[src/rtl/hwin_pkg.sv]
`timescale 1ns/1ps
// Package: shared types for the indexed host register window.
// Assumes one access class per bus access, chosen by the decoder.
package hwin_pkg;
    // Kind of host access taken on the current clock
    typedef enum logic [2:0] {
        ACC_NONE   = 3'd0,
        ACC_IDX_WR = 3'd1,
        ACC_DAT_WR = 3'd2,
        ACC_OTH_WR = 3'd3,
        ACC_READ   = 3'd4
    } acc_kind_e;
endpackage

[src/rtl/hwin_decode.sv]
`timescale 1ns/1ps
// Module: hwin_decode
// Turns host strobes into a single-clock access class. An access is taken
// on the first clock where chip select and enable are both high.
// Assumes the host holds address, data and direction stable while enabled.
module hwin_decode
    import hwin_pkg::*;
#(
    parameter int ADDR_W  = 5,
    parameter int IDX_LOC = 0,
    parameter int DAT_LOC = 1
) (
    input  logic              clk,
    input  logic              rst_n,
    input  logic              bus_cs,
    input  logic              bus_rw,
    input  logic              bus_en,
    input  logic [ADDR_W-1:0] bus_addr,
    output acc_kind_e         kind
);
    localparam logic [ADDR_W-1:0] IDX_A = ADDR_W'(IDX_LOC);
    localparam logic [ADDR_W-1:0] DAT_A = ADDR_W'(DAT_LOC);

    logic live;
    logic live_q;
    logic stb;

    assign live = bus_cs & bus_en;
    assign stb  = live & ~live_q;

    // Remember whether the bus was selected on the previous clock
    always_ff @(posedge clk) begin
        if (!rst_n) live_q <= 1'b0;
        else        live_q <= live;
    end

    // Classify the access on its first clock only
    always_comb begin
        kind = ACC_NONE;
        if (stb) begin
            if (bus_rw)                kind = ACC_READ;
            else if (bus_addr == IDX_A) kind = ACC_IDX_WR;
            else if (bus_addr == DAT_A) kind = ACC_DAT_WR;
            else                        kind = ACC_OTH_WR;
        end
    end

    AST_ONE_TAKE_PER_ENABLE: assert property (@(posedge clk) disable iff (!rst_n)
        (kind != ACC_NONE) |=> (kind == ACC_NONE));
endmodule

[src/rtl/hwin_bank.sv]
`timescale 1ns/1ps
// Module: hwin_bank
// The internal register bank behind the window: one write port, one
// combinational read port. Assumes at most one write per clock.
module hwin_bank #(
    parameter int IDX_W  = 7,
    parameter int DATA_W = 8
) (
    input  logic              clk,
    input  logic              rst_n,
    input  logic              we,
    input  logic [IDX_W-1:0]  widx,
    input  logic [DATA_W-1:0] wdata,
    input  logic [IDX_W-1:0]  ridx,
    output logic [DATA_W-1:0] rdata
);
    localparam int NREG = 1 << IDX_W;

    logic [DATA_W-1:0] mem [NREG];

    for (genvar g = 0; g < NREG; g++) begin : g_reg
        // Hold one register, cleared on reset, loaded when selected
        always_ff @(posedge clk) begin
            if (!rst_n)                               mem[g] <= '0;
            else if (we && widx == IDX_W'(g))         mem[g] <= wdata;
        end
    end

    // Read port: select the addressed register
    assign rdata = mem[ridx];

    AST_BANK_WRITE_LANDS: assert property (@(posedge clk) disable iff (!rst_n)
        (we && ridx == widx) |=> (rdata == $past(wdata)));
endmodule

[src/rtl/hwin_capture.sv]
`timescale 1ns/1ps
// Module: hwin_capture
// Latches each host write with its address so slower logic can read it
// later. Assumes take is a single-clock strobe.
module hwin_capture #(
    parameter int ADDR_W = 5,
    parameter int DATA_W = 8
) (
    input  logic              clk,
    input  logic              rst_n,
    input  logic              take,
    input  logic [ADDR_W-1:0] addr,
    input  logic [DATA_W-1:0] data,
    output logic [ADDR_W-1:0] cap_addr,
    output logic [DATA_W-1:0] cap_data,
    output logic              cap_new
);
    // Hold the newest write and flag it for one cycle
    always_ff @(posedge clk) begin
        if (!rst_n) begin
            cap_addr <= '0;
            cap_data <= '0;
            cap_new  <= 1'b0;
        end else begin
            cap_new <= take;
            if (take) begin
                cap_addr <= addr;
                cap_data <= data;
            end
        end
    end

    AST_CAP_HOLDS_ADDR: assert property (@(posedge clk) disable iff (!rst_n)
        take |=> (cap_addr == $past(addr) && cap_data == $past(data)));
    AST_CAP_STABLE: assert property (@(posedge clk) disable iff (!rst_n)
        !take |=> ($stable(cap_addr) && $stable(cap_data) && !cap_new));
endmodule

[src/rtl/hwin_top.sv]
`timescale 1ns/1ps
// Module: hwin_top
// Two-location host window into a bank of internal registers: an index
// byte (top bit = direction of next window access) and a data window.
// A read-direction index prefetches the selected entry into the window,
// so host reads are served from a register with no wait.
// Assumes DATA_W == IDX_W + 1 and strobes already in the core clock domain.
module hwin_top
    import hwin_pkg::*;
#(
    parameter int IDX_W   = 7,
    parameter int DATA_W  = 8,
    parameter int ADDR_W  = 5,
    parameter int IDX_LOC = 0,
    parameter int DAT_LOC = 1
) (
    input  logic              clk,
    input  logic              rst_n,
    input  logic              bus_cs,
    input  logic              bus_rw,
    input  logic              bus_en,
    input  logic [ADDR_W-1:0] bus_addr,
    input  logic [DATA_W-1:0] bus_wdata,
    output logic [DATA_W-1:0] bus_rdata,
    output logic              upd_valid,
    output logic [IDX_W-1:0]  upd_idx,
    output logic [DATA_W-1:0] upd_data,
    output logic              cap_new,
    output logic [ADDR_W-1:0] cap_addr,
    output logic [DATA_W-1:0] cap_data,
    output logic              err_sticky
);
    localparam logic [ADDR_W-1:0] IDX_A = ADDR_W'(IDX_LOC);
    localparam logic [ADDR_W-1:0] DAT_A = ADDR_W'(DAT_LOC);

    acc_kind_e         kind;
    logic [IDX_W-1:0]  idx_q;
    logic              dir_rd_q;
    logic [DATA_W-1:0] win_q;
    logic [IDX_W-1:0]  bank_ridx;
    logic [DATA_W-1:0] bank_rdata;
    logic              bank_we;
    logic              wr_take;

    hwin_decode #(
        .ADDR_W (ADDR_W),
        .IDX_LOC(IDX_LOC),
        .DAT_LOC(DAT_LOC)
    ) u_decode (
        .clk     (clk),
        .rst_n   (rst_n),
        .bus_cs  (bus_cs),
        .bus_rw  (bus_rw),
        .bus_en  (bus_en),
        .bus_addr(bus_addr),
        .kind    (kind)
    );

    // Prefetch looks up the new index while it is being written
    assign bank_ridx = (kind == ACC_IDX_WR) ? bus_wdata[IDX_W-1:0] : idx_q;
    assign bank_we   = (kind == ACC_DAT_WR) && !dir_rd_q;
    assign wr_take   = (kind == ACC_IDX_WR) || (kind == ACC_DAT_WR) || (kind == ACC_OTH_WR);

    hwin_bank #(
        .IDX_W (IDX_W),
        .DATA_W(DATA_W)
    ) u_bank (
        .clk  (clk),
        .rst_n(rst_n),
        .we   (bank_we),
        .widx (idx_q),
        .wdata(bus_wdata),
        .ridx (bank_ridx),
        .rdata(bank_rdata)
    );

    hwin_capture #(
        .ADDR_W(ADDR_W),
        .DATA_W(DATA_W)
    ) u_capture (
        .clk     (clk),
        .rst_n   (rst_n),
        .take    (wr_take),
        .addr    (bus_addr),
        .data    (bus_wdata),
        .cap_addr(cap_addr),
        .cap_data(cap_data),
        .cap_new (cap_new)
    );

    // Index, direction and window registers, updated by host writes
    always_ff @(posedge clk) begin
        if (!rst_n) begin
            idx_q    <= '0;
            dir_rd_q <= 1'b0;
            win_q    <= '0;
        end else if (kind == ACC_IDX_WR) begin
            idx_q    <= bus_wdata[IDX_W-1:0];
            dir_rd_q <= bus_wdata[DATA_W-1];
            if (bus_wdata[DATA_W-1]) win_q <= bank_rdata;
        end else if (bank_we) begin
            win_q <= bus_wdata;
        end
    end

    // Update pulse for committed writes
    always_ff @(posedge clk) begin
        if (!rst_n) begin
            upd_valid <= 1'b0;
            upd_idx   <= '0;
            upd_data  <= '0;
        end else begin
            upd_valid <= bank_we;
            if (bank_we) begin
                upd_idx  <= idx_q;
                upd_data <= bus_wdata;
            end
        end
    end

    // Sticky error for window writes in read direction
    always_ff @(posedge clk) begin
        if (!rst_n)                                     err_sticky <= 1'b0;
        else if (kind == ACC_DAT_WR && dir_rd_q)        err_sticky <= 1'b1;
    end

    // Host read mux, served from registers only
    always_comb begin
        if (bus_addr == IDX_A)      bus_rdata = {dir_rd_q, idx_q};
        else if (bus_addr == DAT_A) bus_rdata = win_q;
        else                        bus_rdata = '0;
    end

    AST_PREFETCH_MATCHES: assert property (@(posedge clk) disable iff (!rst_n)
        (dir_rd_q && kind != ACC_IDX_WR) |-> (win_q == bank_rdata));
    AST_BAD_WRITE_BLOCKED: assert property (@(posedge clk) disable iff (!rst_n)
        (kind == ACC_DAT_WR && dir_rd_q) |=> (!upd_valid && err_sticky && $stable(win_q)));
    AST_ERR_STAYS: assert property (@(posedge clk) disable iff (!rst_n)
        err_sticky |=> err_sticky);
    AST_UPD_SINGLE: assert property (@(posedge clk) disable iff (!rst_n)
        upd_valid |=> !upd_valid);
    AST_OTHER_NO_STATE: assert property (@(posedge clk) disable iff (!rst_n)
        (kind == ACC_OTH_WR || kind == ACC_READ) |=> ($stable(idx_q) && $stable(dir_rd_q) && $stable(win_q)));
endmodule

[config.mk]
export PLATFORM = sky130hd
export DESIGN_NAME = hwin_top
export DESIGN_NICKNAME = d
export VERILOG_FILES = /design/src/rtl/hwin_pkg.sv /design/src/rtl/hwin_decode.sv /design/src/rtl/hwin_bank.sv /design/src/rtl/hwin_capture.sv /design/src/rtl/hwin_top.sv
export SDC_FILE = /design/constraint.sdc
export NUM_CORES = 2
export LEC_CHECK = 0
export CAP_MARGIN = 0
export CELL_PAD_IN_SITES_DETAIL_PLACEMENT = 1
export CELL_PAD_IN_SITES_GLOBAL_PLACEMENT = 1
export CORE_MARGIN = 1.5
export CORE_UTILIZATION = 54
export CTS_CLUSTER_DIAMETER = 150
export DETAILED_ROUTE_END_ITERATION = 6
export HOLD_SLACK_MARGIN = 0.06
export PLACE_DENSITY_LB_ADDON = 0.1
export SYNTH_ARGS = -nofsm -noshare
export SYNTH_HDL_FRONTEND = slang
export SYNTH_HIERARCHICAL = 1
export SYNTH_SLANG_ARGS = --single-unit
[constraint.sdc]
create_clock -name clk -period 7.15 [get_ports clk]
set_input_delay 2.145 -clock clk [delete_from_list [all_inputs] [get_ports clk]]
set_output_delay 2.145 -clock clk [all_outputs]
set_load 0.005 [all_outputs]
# Yosys cells after proc, flatten, opt, wreduce, memory -nomap -nowiden
# Memory sizes are Yosys's and may differ from the RTL's.
# Cells that the tools add are included.
# W data, S select, Z words.
# classes
n_bitwise	131
n_eq_ne	132
muxes	523
reduce_logical	137
# ops
operator	n
$mux W8	133
$eq A7 B7 Y1 const B	64
$mux W1	386
$eq A7 B6 Y1 const B	32
$logic_and A1 B1 Y1	130
$or A1 B1 Y1	128
$eq A7 B5 Y1 const B	16
$eq A7 B4 Y1 const B	8
$eq A7 B3 Y1 const B	4
$eq A7 B2 Y1 const B	2
$mux W3	3
$eq A7 B1 Y1 const B	1
$logic_not A7 Y1	1
$mux W7	1
$eq A3 B2 Y1 const B	2
$eq A5 B1 Y1 const B	1
$logic_not A5 Y1	1
$eq A3 B1 Y1 const B	1
$and A1 B1 Y1	2
$logic_or A1 B1 Y1	2
$ne A2 B2 Y1 const B	1
$reduce_and A2 Y1	1
$reduce_bool A2 Y1	1
$logic_not A1 Y1	1
$not A1 Y1	1
# word_totals
mem_count	1
reg_bits	48
output_inout_bits	39
inputBits	18
ramBits	1024
# mem_list
memory	words	word_bits	read_ports	rd_clocked_by_memory_dff	write_ports	line_no	rtl
u_bank.mem	128	8	1	0	128	hwin_bank.sv:19	logic [DATA_W-1:0] mem [NREG];

# Logic depth before layout (Yosys ltp)
# logic_depth
depth_word	12
depth_mapped	13
ltp_nobuf	10

# Modules after synthesis
# The synthesis kept the hierarchy.
# by_module_without_submodules
module	n_inst	area_per_inst_um2	cells_per_inst
hwin_bank	1	47245.3	2954
hwin_top	1	1447.6	156
hwin_capture	1	534.3	44
hwin_decode	1	82.6	8

# Worst setup path after synthesis
# OpenSTA, ideal clock, no wires.
# synth_timing
path_kind	in2reg
from	in bus_rw
to	reg win_q[3]
setup_slack_ns	1.144
setup_time_ns	0.124
path_stages	12
arrival_time_ns	5.883
path_buffers	2
cell_sequence	nand4bb_1 > a21oi_1 > nor3b_2 > mux2_2 > clkbuf_1 > buf_1 > mux4_2 > mux4_2 > mux4_2 > mux2_2 > mux2i_1 > a21oi_1
# synth_via
elab_chain_len	7
# synth_lines
item	line_no	rtl
from (decl)	hwin_top.sv:20	input logic bus_rw,
$mux W3	hwin_decode.sv:41	if (bus_rw) kind = ACC_READ;
$mux W3	hwin_decode.sv:40	if (stb) begin
via kind[0]	hwin_top.sv:36	acc_kind_e kind;
$eq A3 B1 Y1	hwin_top.sv:60	assign bank_ridx = (kind == ACC_IDX_WR) ? bus_wdata[IDX_W-1:0] : idx_q;
$mux W7	-	
via bank_ridx[0]	hwin_top.sv:40	logic [IDX_W-1:0] bank_ridx;
$mem_v2 Z128 W8	-	
via bank_rdata[3]	hwin_top.sv:41	logic [DATA_W-1:0] bank_rdata;
$mux W8	hwin_top.sv:100	if (bus_wdata[DATA_W-1]) win_q <= bank_rdata;
$mux W8	hwin_top.sv:97	end else if (kind == ACC_IDX_WR) begin
to (signal assigned)	hwin_top.sv:100	
to (signal assigned)	hwin_top.sv:102	win_q <= bus_wdata;
to (decl)	hwin_top.sv:39	logic [DATA_W-1:0] win_q;
# The timed path passes the listed nets, and every way through them passes these cells. The select of a mux whose other input is x is not followed.
# A chain may end at the register's enable or synchronous reset.

# Final worst setup path
# layout_timing
from	in bus_addr[3]
to	out bus_rdata[4]
# layout_via
elab_chain_len	3
# layout_lines
item	line_no	rtl
from (decl)	hwin_top.sv:22	input logic [ADDR_W-1:0] bus_addr,
$eq A5 B1 Y1	hwin_top.sv:130	else if (bus_addr == DAT_A) bus_rdata = win_q;
$mux W8	hwin_top.sv:130	
$mux W8 *	hwin_top.sv:129	if (bus_addr == IDX_A) bus_rdata = {dir_rd_q, idx_q};
to (decl)	hwin_top.sv:24	output logic [DATA_W-1:0] bus_rdata,
# Every way passes the cells marked *; elsewhere a longest branch is shown, timed or not.

==> impl_metrics.yaml <==
status:
  outcome: "finished, final reports clean"
global_route:
  grt_start_max_net_pins: 88
  grt_antenna_before_repair: 8
  grt_pass1_vias: 30168
  grt_usage_pct: 31.5
  grt.overflow.total: 0
  grt_pass1_wl_microns: 213000
drt:
  routed_wl_microns: 145000
  top_layer: "met5"
  met1_length_microns: 58000
  wire_per_inst_microns: 31.8
  drtIter0Drc: 3312
  route.detailed.drc: 0
  dr.pass1.iters: 6
  ant_nets: 0
  wl_met2_microns: 71400
  met3_length_microns: 11100
  vias: 28954
  avgViaCountPerCell: 6.37
timing:
  relSlewSlack_pct: 21.3
  setup_slack_ns: 0.486
  hold_slack_ns: 0.459
  min_period_over_period_pct: 93.2
  timing.fmax_mhz: 150
  hold_violations: 0
  tns_ns: 0
  tightest_slew_ns: 1.18
  rsz0062_at_grt: "no"
  setup_viol: 0
  slew_viol_final: 0
  layout_min_cycle_time_ns: 6.66
  skew_ns: 0.0255
place:
  io_buffers: 56
  placed_cell_area_sq_mm: 0.0519
  hpwl_microns: 92700
  dp_slack_ns: 0.256
  gp_congestion: 0.871
die:
  dieArea_sq_mm: 0.0931
  boundaryPins: 57
  coreArea_sq_mm: 0.0903
  initial_utilization_pct: 54.6
  row_count: 110
  die_y_microns: 305
  die_w_microns: 305
final_layout:
  design_area_sq_mm: 0.0554
  syn_to_final_growth_pct: 12.4
  nets: 3291
  drive_gt1_share_pct: 21.7
  nFillCells: 8025
power:
  power_leakage_uw: 0.0195
  p_per_area_mw_per_mm2: 249
  power.total_uw: 13800
  vdd_drop_max_uv: 189
critical_path:
  endpoint_kind: "output port"
  cp_max_fo: 8
  r2r_setup_slack_ns: 2.55
  crit_type: "input pin to output port"
  rr_startpoint: "u_decode/live_q"
  rr_endpoint: "win_q[4]"
  required_ns: 5.01
  reg2reg_depth: 11
  startpoint_type: "input pin"
  cp_data_arrival_time_ns: 4.52
synth:
  synth_cell_type_count: 46
  syn_inst: 3162
  yosysWarnings: 6
  syn_area_per_cell_sq_um: 15.6
  synth_area_sq_mm: 0.0493
  synth_edf_count: 1024
  synth_nets: 3180
  ys_ff_latch: 1072
  seq_area_frac_synth_pct: 64.3
  synth-async-reset-ratio_pct: 0
  synth_flop_cell: "edfxtp_1"
cts:
  clk_pin_slew_ns: 0.06
  cts_tree: "done"
  cts_sinks: 1072
  clock_path_buffers: 3
  numCtsBuffers: 113
  root_buffer: "clkbuf_16"
  h-tree-depth: 3
  clk_latency_ns: 0.70
  cts_resized: 0
  post-cts-setup-buffers: 0
  cts_hold_buf: 0
min_path:
  holdPathEnd: "upd_idx[2]"
  hold_path.class: "register to register"
  whs_path_depth: 2
  hold_path.startpoint: "upd_idx[2]"
flow_run:
  drv_cap: 0
[layer usage]
metal | up-vias | track usage (%)
li1 | 11942 | -
met1 | 15505 | 44.0
met2 | 1272 | 51.8
met3 | 227 | 4.87
met4 | 8 | 9.42
met5 | - | 0
[state kept, by name, summed over array words and instances (netlist names), 5 cells and up]
signal / cells
u_bank/mem: 1024
u_capture/cap_data: 8
upd_data: 8
win_q: 8
idx_q: 7
upd_idx: 7
u_capture/cap_addr: 5
[Yosys cell counts, types with 2 or more instances]
cell	instances	area share (%)
edfxtp_1	1024	62
and2_1	1009	13
mux4_2	336	15
clkbuf_1	210	1.6
nor2_1	132	1.0
o21ai_0	129	1.3
dfxtp_1	48	1.9
nand2_1	48	0.37
and3_1	26	0.33
a21oi_1	25	0.25
buf_2	20	0.20
mux2i_1	20	0.41
nor2b_1	19	0.24
buf_1	16	0.12
mux2_2	14	0.32
nand3_1	11	0.11
buf_4	9	0.14
a22o_1	8	0.14
o31ai_1	7	0.11
or2_2	7	0.089
buf_6	5	0.11
nand3b_1	5	0.076
nand2b_1	4	0.051
nor3_1	4	0.041
and3b_1	2	0.036
inv_1	2	0.015
nor3b_1	2	0.030
or3b_2	2	0.036
[cells by family after synthesis]
logic type	Yosys count	share of synthesized area [%]
multiplexers	371	16.1
flip-flops	1072	64.3
AND/OR/NAND/NOR	1282	15.4
buffers and inverters	266	2.30
AO/OA/AOI/OAI	171	1.84
[worst max path at each step]
stage	cells past startpoint	slack [ns]	start	end
3_5_place_dp	13	0.26	bus_addr[3]	win_q[2]
5_1_grt	5	0.44	bus_addr[3]	bus_rdata[2]
6_report	5	0.49	bus_addr[3]	bus_rdata[4]
4_1_cts	5	0.51	bus_addr[3]	bus_rdata[4]
3_3_place_gp	12	0.24	bus_addr[3]	win_q[5]
2_1_floorplan	12	1.14	bus_rw	win_q[3]
[stage by stage]
| stage | util [%] | cells |
|---|---|---|
| after floorplan | - | 3162 |
| after global placement | 57.5 | 4334 |
| after detailed placement | 57.5 | 4334 |
| after CTS | 61.4 | 4542 |
| after global routing | 61.4 | 4542 |
| final | 61.4 | 4543 |
[final cells by class]
type / count / area [sq um] / area share (%)
antenna: 1 / 2.50 / 0.00451
sequential: 1072 / 31700 / 57.2
clock inverter: 74 / 548 / 0.989
clock buffer: 134 / 2950 / 5.32
inverter: 4 / 27.5 / 0.0497
tap: 1176 / 1470 / 2.65
multi-input combinational: 1824 / 16500 / 29.8
timing repair buffer: 258 / 2220 / 4.00
[worst max-delay path: stages]
cell and delay [ns]:
clkdlybuf4s50_1 0.48, nor4_1 0.51, nor2b_1 0.57, a22o_1 0.22, clkdlybuf4s50_1 0.59
[power by group]
part	switching, uW	total, uW	leakage [uW]	internal (uW)
Clock	2450	5660	0.00172	3210
Sequential	92.2	7160	0.0109	7070
Combinational	595	989	0.00683	394
Total	3140	13800	0.0195	10700
[layout by cell type, fill, tap and decap left out, types with 3 or more instances in the layout]
cell type / n
clkbuf_16: 115
nand3b_1: 5
or2_2: 7
clkinv_1: 37
clkbuf_1: 19
dfxtp_1: 48
buf_4: 198
inv_6: 3
and3_1: 26
a21oi_1: 25
nor3_1: 4
clkinv_2: 23
mux4_2: 336
bufinv_16: 8
nand2_1: 48
o21ai_0: 129
mux2i_1: 20
mux2_2: 10
clkinvlp_4: 3
nor2_1: 132
clkdlybuf4s50_1: 47
edfxtp_1: 1024
a22o_1: 8
and2_1: 1009
nor2b_1: 19
o31ai_1: 7
nand2b_1: 4
buf_12: 13
mux2_4: 3
nand3_1: 11
No activity file was read; power rests on OpenSTA's default activity.
